$ cat src/rtl/fsk_mod_pkg.sv
package fsk_mod_pkg;

    typedef enum logic {
        ST_IDLE = 1'b0,
        ST_SEND = 1'b1
    } fsk_state_e;

    function automatic int max2(input int a, input int b);
        return (a > b) ? a : b;
    endfunction

endpackage

$ cat src/rtl/fsk_tone_gen.sv
// Tick counter inside one carrier cycle; shapes the square wave.
module fsk_tone_gen #(
    parameter int ONE_PERIOD  = 7,
    parameter int ZERO_PERIOD = 8,
    parameter int HIGH_TICKS  = 4
) (
    input  logic clk,
    input  logic rst,
    input  logic restart,
    input  logic run,
    input  logic sel_one,
    output logic wave,
    output logic cyc_end
);
    import fsk_mod_pkg::*;

    localparam int MAXP = max2(ONE_PERIOD, ZERO_PERIOD);
    localparam int TW   = $clog2(MAXP + 1);

    logic [TW-1:0] tick_q;
    logic [TW-1:0] period_last;

    always_comb begin
        period_last = sel_one ? TW'(ONE_PERIOD - 1) : TW'(ZERO_PERIOD - 1);
        cyc_end     = run && (tick_q == period_last);
        wave        = run && (tick_q < TW'(HIGH_TICKS));
    end

    always_ff @(posedge clk) begin
        if (rst) begin
            tick_q <= '0;
        end else if (restart) begin
            tick_q <= '0;
        end else if (run) begin
            tick_q <= cyc_end ? '0 : tick_q + 1'b1;
        end else begin
            tick_q <= '0;
        end
    end

endmodule

$ cat src/rtl/fsk_cycle_count.sv
// Counts carrier cycles within one bit; flags the final tick of the bit.
module fsk_cycle_count #(
    parameter int ONE_CYCLES  = 8,
    parameter int ZERO_CYCLES = 7
) (
    input  logic clk,
    input  logic rst,
    input  logic restart,
    input  logic cyc_end,
    input  logic sel_one,
    output logic bit_end
);
    import fsk_mod_pkg::*;

    localparam int MAXC = max2(ONE_CYCLES, ZERO_CYCLES);
    localparam int CW   = $clog2(MAXC + 1);

    logic [CW-1:0] cyc_q;
    logic [CW-1:0] cyc_last;

    always_comb begin
        cyc_last = sel_one ? CW'(ONE_CYCLES - 1) : CW'(ZERO_CYCLES - 1);
        bit_end  = cyc_end && (cyc_q == cyc_last);
    end

    always_ff @(posedge clk) begin
        if (rst) begin
            cyc_q <= '0;
        end else if (restart) begin
            cyc_q <= '0;
        end else if (cyc_end) begin
            cyc_q <= bit_end ? '0 : cyc_q + 1'b1;
        end
    end

endmodule

$ cat src/rtl/fsk_mod_fsm.sv
// Bit-level controller: IDLE/SEND with LOAD, CHAIN and DRAIN transitions.
module fsk_mod_fsm (
    input  logic clk,
    input  logic rst,
    input  logic bit_valid,
    input  logic bit_data,
    input  logic bit_end,
    output logic bit_ready,
    output logic bit_taken,
    output logic run,
    output logic cur_bit,
    output logic idle
);
    import fsk_mod_pkg::*;

    fsk_state_e state_q, state_d;
    logic       cur_bit_q;

    always_comb begin
        state_d = state_q;
        unique case (state_q)
            ST_IDLE: if (bit_valid)             state_d = ST_SEND; // LOAD
            ST_SEND: if (bit_end && !bit_valid) state_d = ST_IDLE; // DRAIN
            default:                            state_d = ST_IDLE;
        endcase
    end

    always_ff @(posedge clk) begin
        if (rst) begin
            state_q   <= ST_IDLE;
            cur_bit_q <= 1'b0;
        end else begin
            state_q <= state_d;
            if (bit_taken) cur_bit_q <= bit_data; // LOAD or CHAIN
        end
    end

    always_comb begin
        bit_ready = 1'b0;
        run       = 1'b0;
        idle      = 1'b0;
        unique case (state_q)
            ST_IDLE: begin
                bit_ready = 1'b1;
                idle      = 1'b1;
            end
            ST_SEND: begin
                bit_ready = bit_end;
                run       = 1'b1;
            end
            default: idle = 1'b1;
        endcase
        bit_taken = bit_ready && bit_valid;
        cur_bit   = cur_bit_q;
    end

endmodule

$ cat src/rtl/fsk_mod.sv
// Phase-continuous two-tone square-wave modulator, top level.
module fsk_mod #(
    parameter int ONE_CYCLES  = 8,
    parameter int ONE_PERIOD  = 7,
    parameter int ZERO_CYCLES = 7,
    parameter int ZERO_PERIOD = 8,
    parameter int HIGH_TICKS  = 4
) (
    input  logic clk,
    input  logic rst,
    input  logic bit_valid,
    input  logic bit_data,
    output logic bit_ready,
    output logic bit_taken,
    output logic fsk_out,
    output logic idle
);
    localparam int BIT_TICKS = ONE_CYCLES * ONE_PERIOD;

    logic run, cur_bit, cyc_end, bit_end;

    fsk_mod_fsm u_fsm (
        .clk       (clk),
        .rst       (rst),
        .bit_valid (bit_valid),
        .bit_data  (bit_data),
        .bit_end   (bit_end),
        .bit_ready (bit_ready),
        .bit_taken (bit_taken),
        .run       (run),
        .cur_bit   (cur_bit),
        .idle      (idle)
    );

    fsk_tone_gen #(
        .ONE_PERIOD  (ONE_PERIOD),
        .ZERO_PERIOD (ZERO_PERIOD),
        .HIGH_TICKS  (HIGH_TICKS)
    ) u_tone (
        .clk     (clk),
        .rst     (rst),
        .restart (bit_taken),
        .run     (run),
        .sel_one (cur_bit),
        .wave    (fsk_out),
        .cyc_end (cyc_end)
    );

    fsk_cycle_count #(
        .ONE_CYCLES  (ONE_CYCLES),
        .ZERO_CYCLES (ZERO_CYCLES)
    ) u_cycles (
        .clk     (clk),
        .rst     (rst),
        .restart (bit_taken),
        .cyc_end (cyc_end),
        .sel_one (cur_bit),
        .bit_end (bit_end)
    );

    initial begin
        assert (BIT_TICKS == ZERO_CYCLES * ZERO_PERIOD)
            else $error("both symbols must fill the same bit time");
    end

endmodule

$ cat config.mk
export PLATFORM = sky130hd
export DESIGN_NAME = fsk_mod
export DESIGN_NICKNAME = d
export VERILOG_FILES = /design/src/rtl/fsk_mod_pkg.sv /design/src/rtl/fsk_tone_gen.sv /design/src/rtl/fsk_cycle_count.sv /design/src/rtl/fsk_mod_fsm.sv /design/src/rtl/fsk_mod.sv
export SDC_FILE = /design/constraint.sdc
export NUM_CORES = 1
export LEC_CHECK = 0
export CAP_MARGIN = 20
export CORE_AREA = 2 2 39 41
export DETAILED_ROUTE_END_ITERATION = 7
export DIE_AREA = 0 0 41 43
export PLACE_DENSITY = 0.61
export REMOVE_ABC_BUFFERS = 1
export SLEW_MARGIN = 30
export SYNTH_ARGS = -nofsm -noshare
export SYNTH_HDL_FRONTEND = slang
export SYNTH_SLANG_ARGS = --single-unit
$ cat constraint.sdc
create_clock -name clk -period 3 [get_ports clk]
set_input_delay 0.75 -clock clk [delete_from_list [all_inputs] [get_ports clk]]
set_output_delay 0.75 -clock clk [all_outputs]
set_load 0.005 [all_outputs]
# Yosys cells after proc, flatten, opt, wreduce, memory -nomap -nowiden
# Cells that the tools add are included.
dict set report op_classes {
  n_addsub 2
  magnitude_cmp 1
  n_eq_ne 2
  mux 9
  n_bitwise 2
  reduce_logical 8
}
# op count
set op_table {}
lappend op_table {{$add A4 B1 Y4 const B} 2}
lappend op_table {{$eq A4 B4 Y1} 2}
lappend op_table {{$mux W1} 6}
lappend op_table {{$logic_and A1 B1 Y1} 5}
lappend op_table {{$lt A4 B3 Y1 const B} 1}
lappend op_table {{$mux W4} 1}
lappend op_table {{$pmux W1 S2} 2}
lappend op_table {{$reduce_or A4 Y1} 1}
lappend op_table {{$not A1 Y1} 2}
lappend op_table {{$reduce_or A2 Y1} 1}
lappend op_table {{$logic_not A1 Y1} 1}
dict set report word_totals {
  ff_bits 10
  output_inout_bits 4
  wordCells 28
}

# Logic depth before layout (Yosys ltp)
# Gate-level depths: netlist of run 1.
dict set report depth {
  depth_word 7
  mapped_depth 4
  depth_no_buf 4
}

# Cells and area by module
# From an unflattened synthesis of run 1, not the netlist that was laid out.
dict set report hier_totals {
  hier_cells 53
  hier_area_um2 495.5
}
# module n_inst cells_each area_per_inst_um2 seq_area_each_um2
set by_module_without_submodules {}
lappend by_module_without_submodules {fsk_cycle_count 1 23 216.5 80.1}
lappend by_module_without_submodules {fsk_tone_gen 1 20 181.4 80.1}
lappend by_module_without_submodules {fsk_mod_fsm 1 10 97.6 40.0}

# Least setup slack after synthesis of run 1
# Ideal clock, no wire load.
dict set report synth_timing {
  path_type {flip-flop to output port}
  from {register u_fsm.cur_bit_q, in the netlist u_fsm.cur_bit}
  to {output bit_taken}
  arrival_ns 1.250
  setup_slack_ns 1.000
  stages_incl_launch_ff 4
  n_path_buf 0
  cell_sequence {dfxtp_1 -> xnor2_1 -> o41ai_2 -> and2_1}
}
dict set report synth_via {
  elab_chain_len 6
  word_cells_on_any_way 8
  cone_classes {eq/ne: 2; mux: 3; reduce/logical: 3}
}
# element line
set synth_lines {}
lappend synth_lines {{start, declared} fsk_mod_fsm.sv:17} ;# logic cur_bit_q;
lappend synth_lines {{start signal, assigned} fsk_mod_fsm.sv:34} ;# if (bit_taken) cur_bit_q <= bit_data;
lappend synth_lines {{$mux W1} fsk_tone_gen.sv:24} ;# period_last = sel_one ? TW'(ONE_PERIOD - 1) : TW'(ZERO_PERIOD - 1);
lappend synth_lines {{$eq A4 B4 Y1} fsk_tone_gen.sv:25} ;# cyc_end = run && (tick_q == period_last);
lappend synth_lines {{$logic_and A1 B1 Y1} fsk_tone_gen.sv:25}
lappend synth_lines {{$logic_and A1 B1 Y1 *} fsk_cycle_count.sv:23} ;# bit_end = cyc_end && (cyc_q == cyc_last);
lappend synth_lines {{$pmux W1 S2 *} fsk_mod_fsm.sv:42} ;# unique case (state_q)
lappend synth_lines {{via bit_ready} fsk_mod.sv:13} ;# output logic bit_ready,
lappend synth_lines {{$logic_and A1 B1 Y1 *} fsk_mod_fsm.sv:53} ;# bit_taken = bit_ready && bit_valid;
lappend synth_lines {{end, declared} fsk_mod.sv:14} ;# output logic bit_taken,
# The timed path passes the listed nets; every way through them passes the cells marked *.

# Worst setup path after layout of run 1
dict set report layout_timing {
  from {register u_fsm.cur_bit_q, in the netlist u_fsm.cur_bit}
  to {output bit_taken}
}
dict set report layout_via {
  elab_chain_len 6
  word_cells_on_any_way 8
  cone_classes {eq/ne: 2; mux: 3; reduce/logical: 3}
}
# element line
set layout_lines {}
lappend layout_lines {{$mux W1} fsk_tone_gen.sv:24}
lappend layout_lines {{$eq A4 B4 Y1} fsk_tone_gen.sv:25}
lappend layout_lines {{$logic_and A1 B1 Y1} fsk_tone_gen.sv:25}
lappend layout_lines {{$logic_and A1 B1 Y1 *} fsk_cycle_count.sv:23}
lappend layout_lines {{$pmux W1 S2 *} fsk_mod_fsm.sv:42}
lappend layout_lines {{$logic_and A1 B1 Y1 *} fsk_mod_fsm.sv:53}
# Mark *: on every way between the ends. The rest lies on a longest branch, timed or not.

==> run_summary.xml, run 1 <==
<?xml version="1.0" encoding="UTF-8"?>
<metrics>
  <group name="power_and_ir_drop">
    <metric name="fin_total_pwr" unit="mW">0.262</metric>
    <metric name="ir_worst_vdd" unit="mV">0.219</metric>
    <metric name="power.static_leakage" unit="nW">0.243</metric>
    <metric name="powerDensity" unit="mW/mm^2">420</metric>
  </group>
  <group name="timing">
    <metric name="timing.final.crit_period" unit="ns">2.90</metric>
    <metric name="setup_violations" unit="">0</metric>
    <metric name="worst_slew_margin_rel" unit="">0.466</metric>
    <metric name="highest_clock_rate" unit="MHz">345</metric>
    <metric name="final-hold-violation-count" unit="">0</metric>
    <metric name="final.setup.worst_slack" unit="ns">0.102</metric>
    <metric name="finalHoldWorstSlack" unit="ns">0.487</metric>
    <metric name="clock-skew-final" unit="ns">0.00691</metric>
    <metric name="timing.final.max_slew_violations" unit="">0</metric>
    <metric name="period_utilization_post_route" unit="">0.966</metric>
    <metric name="tightestPinTransition" unit="ns">0.791</metric>
  </group>
  <group name="synth">
    <metric name="synth-seq-cells" unit="">10</metric>
    <metric name="synth_top_cell_by_area" unit="">dfxtp_1</metric>
    <metric name="syn-mean-instance-area" unit="um^2">9.14</metric>
    <metric name="ys.warnings.count" unit="">0</metric>
    <metric name="syn-cell-area" unit="um^2">484</metric>
    <metric name="netlist_instances" unit="">53</metric>
    <metric name="synth_top_area_share" unit="">0.413</metric>
    <metric name="synth-seq-area-share" unit="">0.413</metric>
    <metric name="synthDistinctLibCells" unit="">25</metric>
    <metric name="synth.area.top_cells" unit="">dfxtp_1 (41%), xnor2_1 (5.4%), ha_1 (5.2%)</metric>
  </group>
  <group name="setup_path">
    <metric name="required_time_at_the_worst_slack_endpoint" unit="ns">2.25</metric>
    <metric name="crit_path_start_kind" unit="">flip-flop</metric>
    <metric name="end_kind" unit="">primary output</metric>
    <metric name="worst_path_max_delay_cell" unit="">clkdlybuf4s50_1</metric>
    <metric name="cell_breakdown_of_the_critical_path" unit="">xnor2_1 -&gt; o41ai_4 -&gt; and2_1 -&gt; clkdlybuf4s50_1</metric>
    <metric name="worst_ep_arrival_time" unit="ns">2.15</metric>
    <metric name="critical-path-max-stage-delay" unit="ns">0.51</metric>
    <metric name="worst-setup-path-type" unit="">reg -&gt; out</metric>
    <metric name="worst_r2r_path_depth" unit="">4</metric>
    <metric name="critical_path_peak_fanout" unit="">5</metric>
  </group>
  <group name="finish">
    <metric name="layout_common_cells" unit="">dfxtp_1 (10), clkdlybuf4s50_1 (7), nor2_1 (6)</metric>
    <metric name="syn_to_final_growth" unit="%">28.7</metric>
    <metric name="most_common_cell_after_layout_fill_and_taps_aside" unit="">dfxtp_1</metric>
    <metric name="insertedDiodeCount" unit="">0</metric>
    <metric name="multi_input_area" unit="um^2">280</metric>
    <metric name="drive_gt1_frac" unit="">0.0923</metric>
    <metric name="n_fill_cell" unit="">140</metric>
    <metric name="ff_latch_area" unit="um^2">200</metric>
    <metric name="num-nets-final" unit="">73</metric>
    <metric name="layout.core_utilization" unit="">0.450</metric>
  </group>
  <group name="route">
    <metric name="wl_per_cell" unit="um">12.4</metric>
    <metric name="totalWireLength" unit="mm">1.01</metric>
    <metric name="dr.first_iter.drc_count" unit="">10</metric>
    <metric name="dr.pass1.iters" unit="">4</metric>
    <metric name="avgViaCountPerCell" unit="">5.20</metric>
    <metric name="remaining_drc_errors" unit="">0</metric>
    <metric name="num_vias" unit="">421</metric>
    <metric name="drt.antenna.violating_nets" unit="">0</metric>
  </group>
  <group name="clock_tree">
    <metric name="clock_tree.root_cell" unit="">clkbuf_4</metric>
    <metric name="htree_num_levels" unit="">1</metric>
    <metric name="count_of_hold_buffers_inserted_by_post_cts_repair" unit="">0</metric>
    <metric name="cts.clk_slew.worst_paths" unit="ns">0.06</metric>
    <metric name="cts.sinks" unit="">10</metric>
    <metric name="clk-insertion-delay-late" unit="ns">0.27</metric>
    <metric name="clk_path_buf_depth" unit="">2</metric>
    <metric name="tritoncts" unit="">yes</metric>
    <metric name="tritoncts.num_buffers" unit="">3</metric>
  </group>
  <group name="floorplanning">
    <metric name="fp.dieArea" unit="mm^2">0.00176</metric>
    <metric name="top_level_ports" unit="">8</metric>
    <metric name="dieWidth" unit="um">41</metric>
    <metric name="floorplan.rows" unit="">14</metric>
    <metric name="die_height" unit="um">43</metric>
    <metric name="core_area" unit="mm^2">0.00138</metric>
    <metric name="floorplan.initialDensity" unit="">0.350</metric>
  </group>
  <group name="place">
    <metric name="gp_routability_congestion" unit="">0.720</metric>
    <metric name="place.detailed.hpwl" unit="um">694</metric>
    <metric name="detailedPlace.worstSlack" unit="ns">0.313</metric>
    <metric name="buffer_ports.inserted" unit="">7</metric>
  </group>
  <group name="hold_path">
    <metric name="hold_depth" unit="">1</metric>
    <metric name="worst_hold_path_type" unit="">reg -&gt; reg</metric>
  </group>
  <group name="global_route">
    <metric name="grt_max_degree" unit="">6</metric>
    <metric name="grt_antenna_before_repair" unit="">0</metric>
    <metric name="globalRouteOverflowTotal" unit="">0</metric>
    <metric name="grt.total_usage" unit="">0.142</metric>
    <metric name="first_pass_grt_wire_length" unit="mm">1.60</metric>
    <metric name="first_global_vias" unit="">359</metric>
  </group>
  <group name="outcome">
    <metric name="run_status" unit="">finished clean</metric>
  </group>
  <group name="job">
    <metric name="max-cap-violations" unit="">0</metric>
  </group>
</metrics>
-- per-stage QoR --
stage / instance area [um^2] / instances / TNS (ns)
6_report: 623 / 81 / 0
5_1_grt: 623 / 81 / -0.00917
4_1_cts: 597 / 79 / 0
3_5_place_dp: 574 / 76 / 0
3_3_place_gp: 574 / 76 / 0
2_1_floorplan: 484 / 53 / 0
-- cell usage after synthesis --
cell type,n
xor2_1,2
ha_1,2
dfxtp_1,10
nand3b_1,1
xnor2_1,3
or2_1,1
nand4b_1,1
nor3_1,2
and2_1,1
nor2_1,6
mux2i_1,1
a211oi_1,1
nand3_1,2
nand2_1,2
a31o_1,1
inv_1,4
o41ai_2,1
a22oi_1,1
and3b_1,1
a21oi_1,4
o21ai_0,2
a21o_1,1
o311ai_0,1
a311oi_1,1
or4_1,1
-- logic make-up after synthesis --
kind of cell / count (synthesis) / synth area share
buffers and inverters: 4 / 0.0310
AO/OA/AOI/OAI: 13 / 0.196
XOR/XNOR: 5 / 0.0905
adder cells (fa/ha/maj): 2 / 0.0517
flip-flops: 10 / 0.413
multiplexers: 1 / 0.0207
AND/OR/NAND/NOR: 18 / 0.196
-- flip-flops by register name (all words and copies together) (netlist names) --
name            flops
u_cycles.cyc_q      4
u_tone.tick_q       4
u_fsm.cur_bit       1
u_fsm.state_q       1
-- layer usage --
| metal | share of wire | vias up | track usage |
|---|---|---|---|
| li1 | - | 215 | - |
| met1 | 0.43 | 192 | 0.181 |
| met2 | 0.48 | 11 | 0.181 |
| met3 | 0.082 | 3 | 0.0942 |
| met4 | 0.011 | 0 | 0.0600 |
| met5 | 0 | - | 0 |
-- what timing repair did --
item	4_1_cts	5_1_grt
setup endpoints to repair	0	1
gates resized for setup	0	1
setup buffers	0	2
-- path summary, 6_finish.rpt --
kind / startpoint / to / slack [ns]
hold reg to reg: u_tone.tick_q[0] / u_tone.tick_q[0] / 0.49
setup reg to reg: u_fsm.state_q / u_cycles.cyc_q[3] / 1.30
hold / removal: u_tone.tick_q[0] / u_tone.tick_q[0] / 0.49
setup / recovery: u_fsm.cur_bit / bit_taken / 0.10
-- critical path: cells and delay by family (launching register included) --
family	cells	cell delay [ns]
xor gates and xnor gates	1	0.23
and+or+nand+nor	1	0.23
AOI/OAI and AO/OA	1	0.47
DFF	1	0.45
buffers and inverters	1	0.51
-- final cells by class --
class,instances,area share
clock buffer,3,0.0361
inverter,4,0.0241
multi-input combinational,39,0.450
sequential,10,0.321
tap,16,0.0321
timing repair buffer,9,0.137
-- power by group --
part	total, mW	switching [mW]	internal, mW
sequential	0.140	0.00445	0.136
combinational	0.0314	0.0136	0.0178
clock	0.0904	0.0442	0.0463
No activity file was read; power rests on OpenSTA's default activity.
==> run 2, diff against run 1 <==
--- a/config.mk
+++ b/config.mk
@@ -7,6 +7,7 @@
 export LEC_CHECK = 0
 export CAP_MARGIN = 20
 export CORE_AREA = 2 2 39 41
+export CTS_CLUSTER_SIZE = 40
 export DETAILED_ROUTE_END_ITERATION = 7
 export DIE_AREA = 0 0 41 43
 export PLACE_DENSITY = 0.61
==> results of run 2 <==
Same layout as run 1: the final DEF is identical, and so are final timing and power.
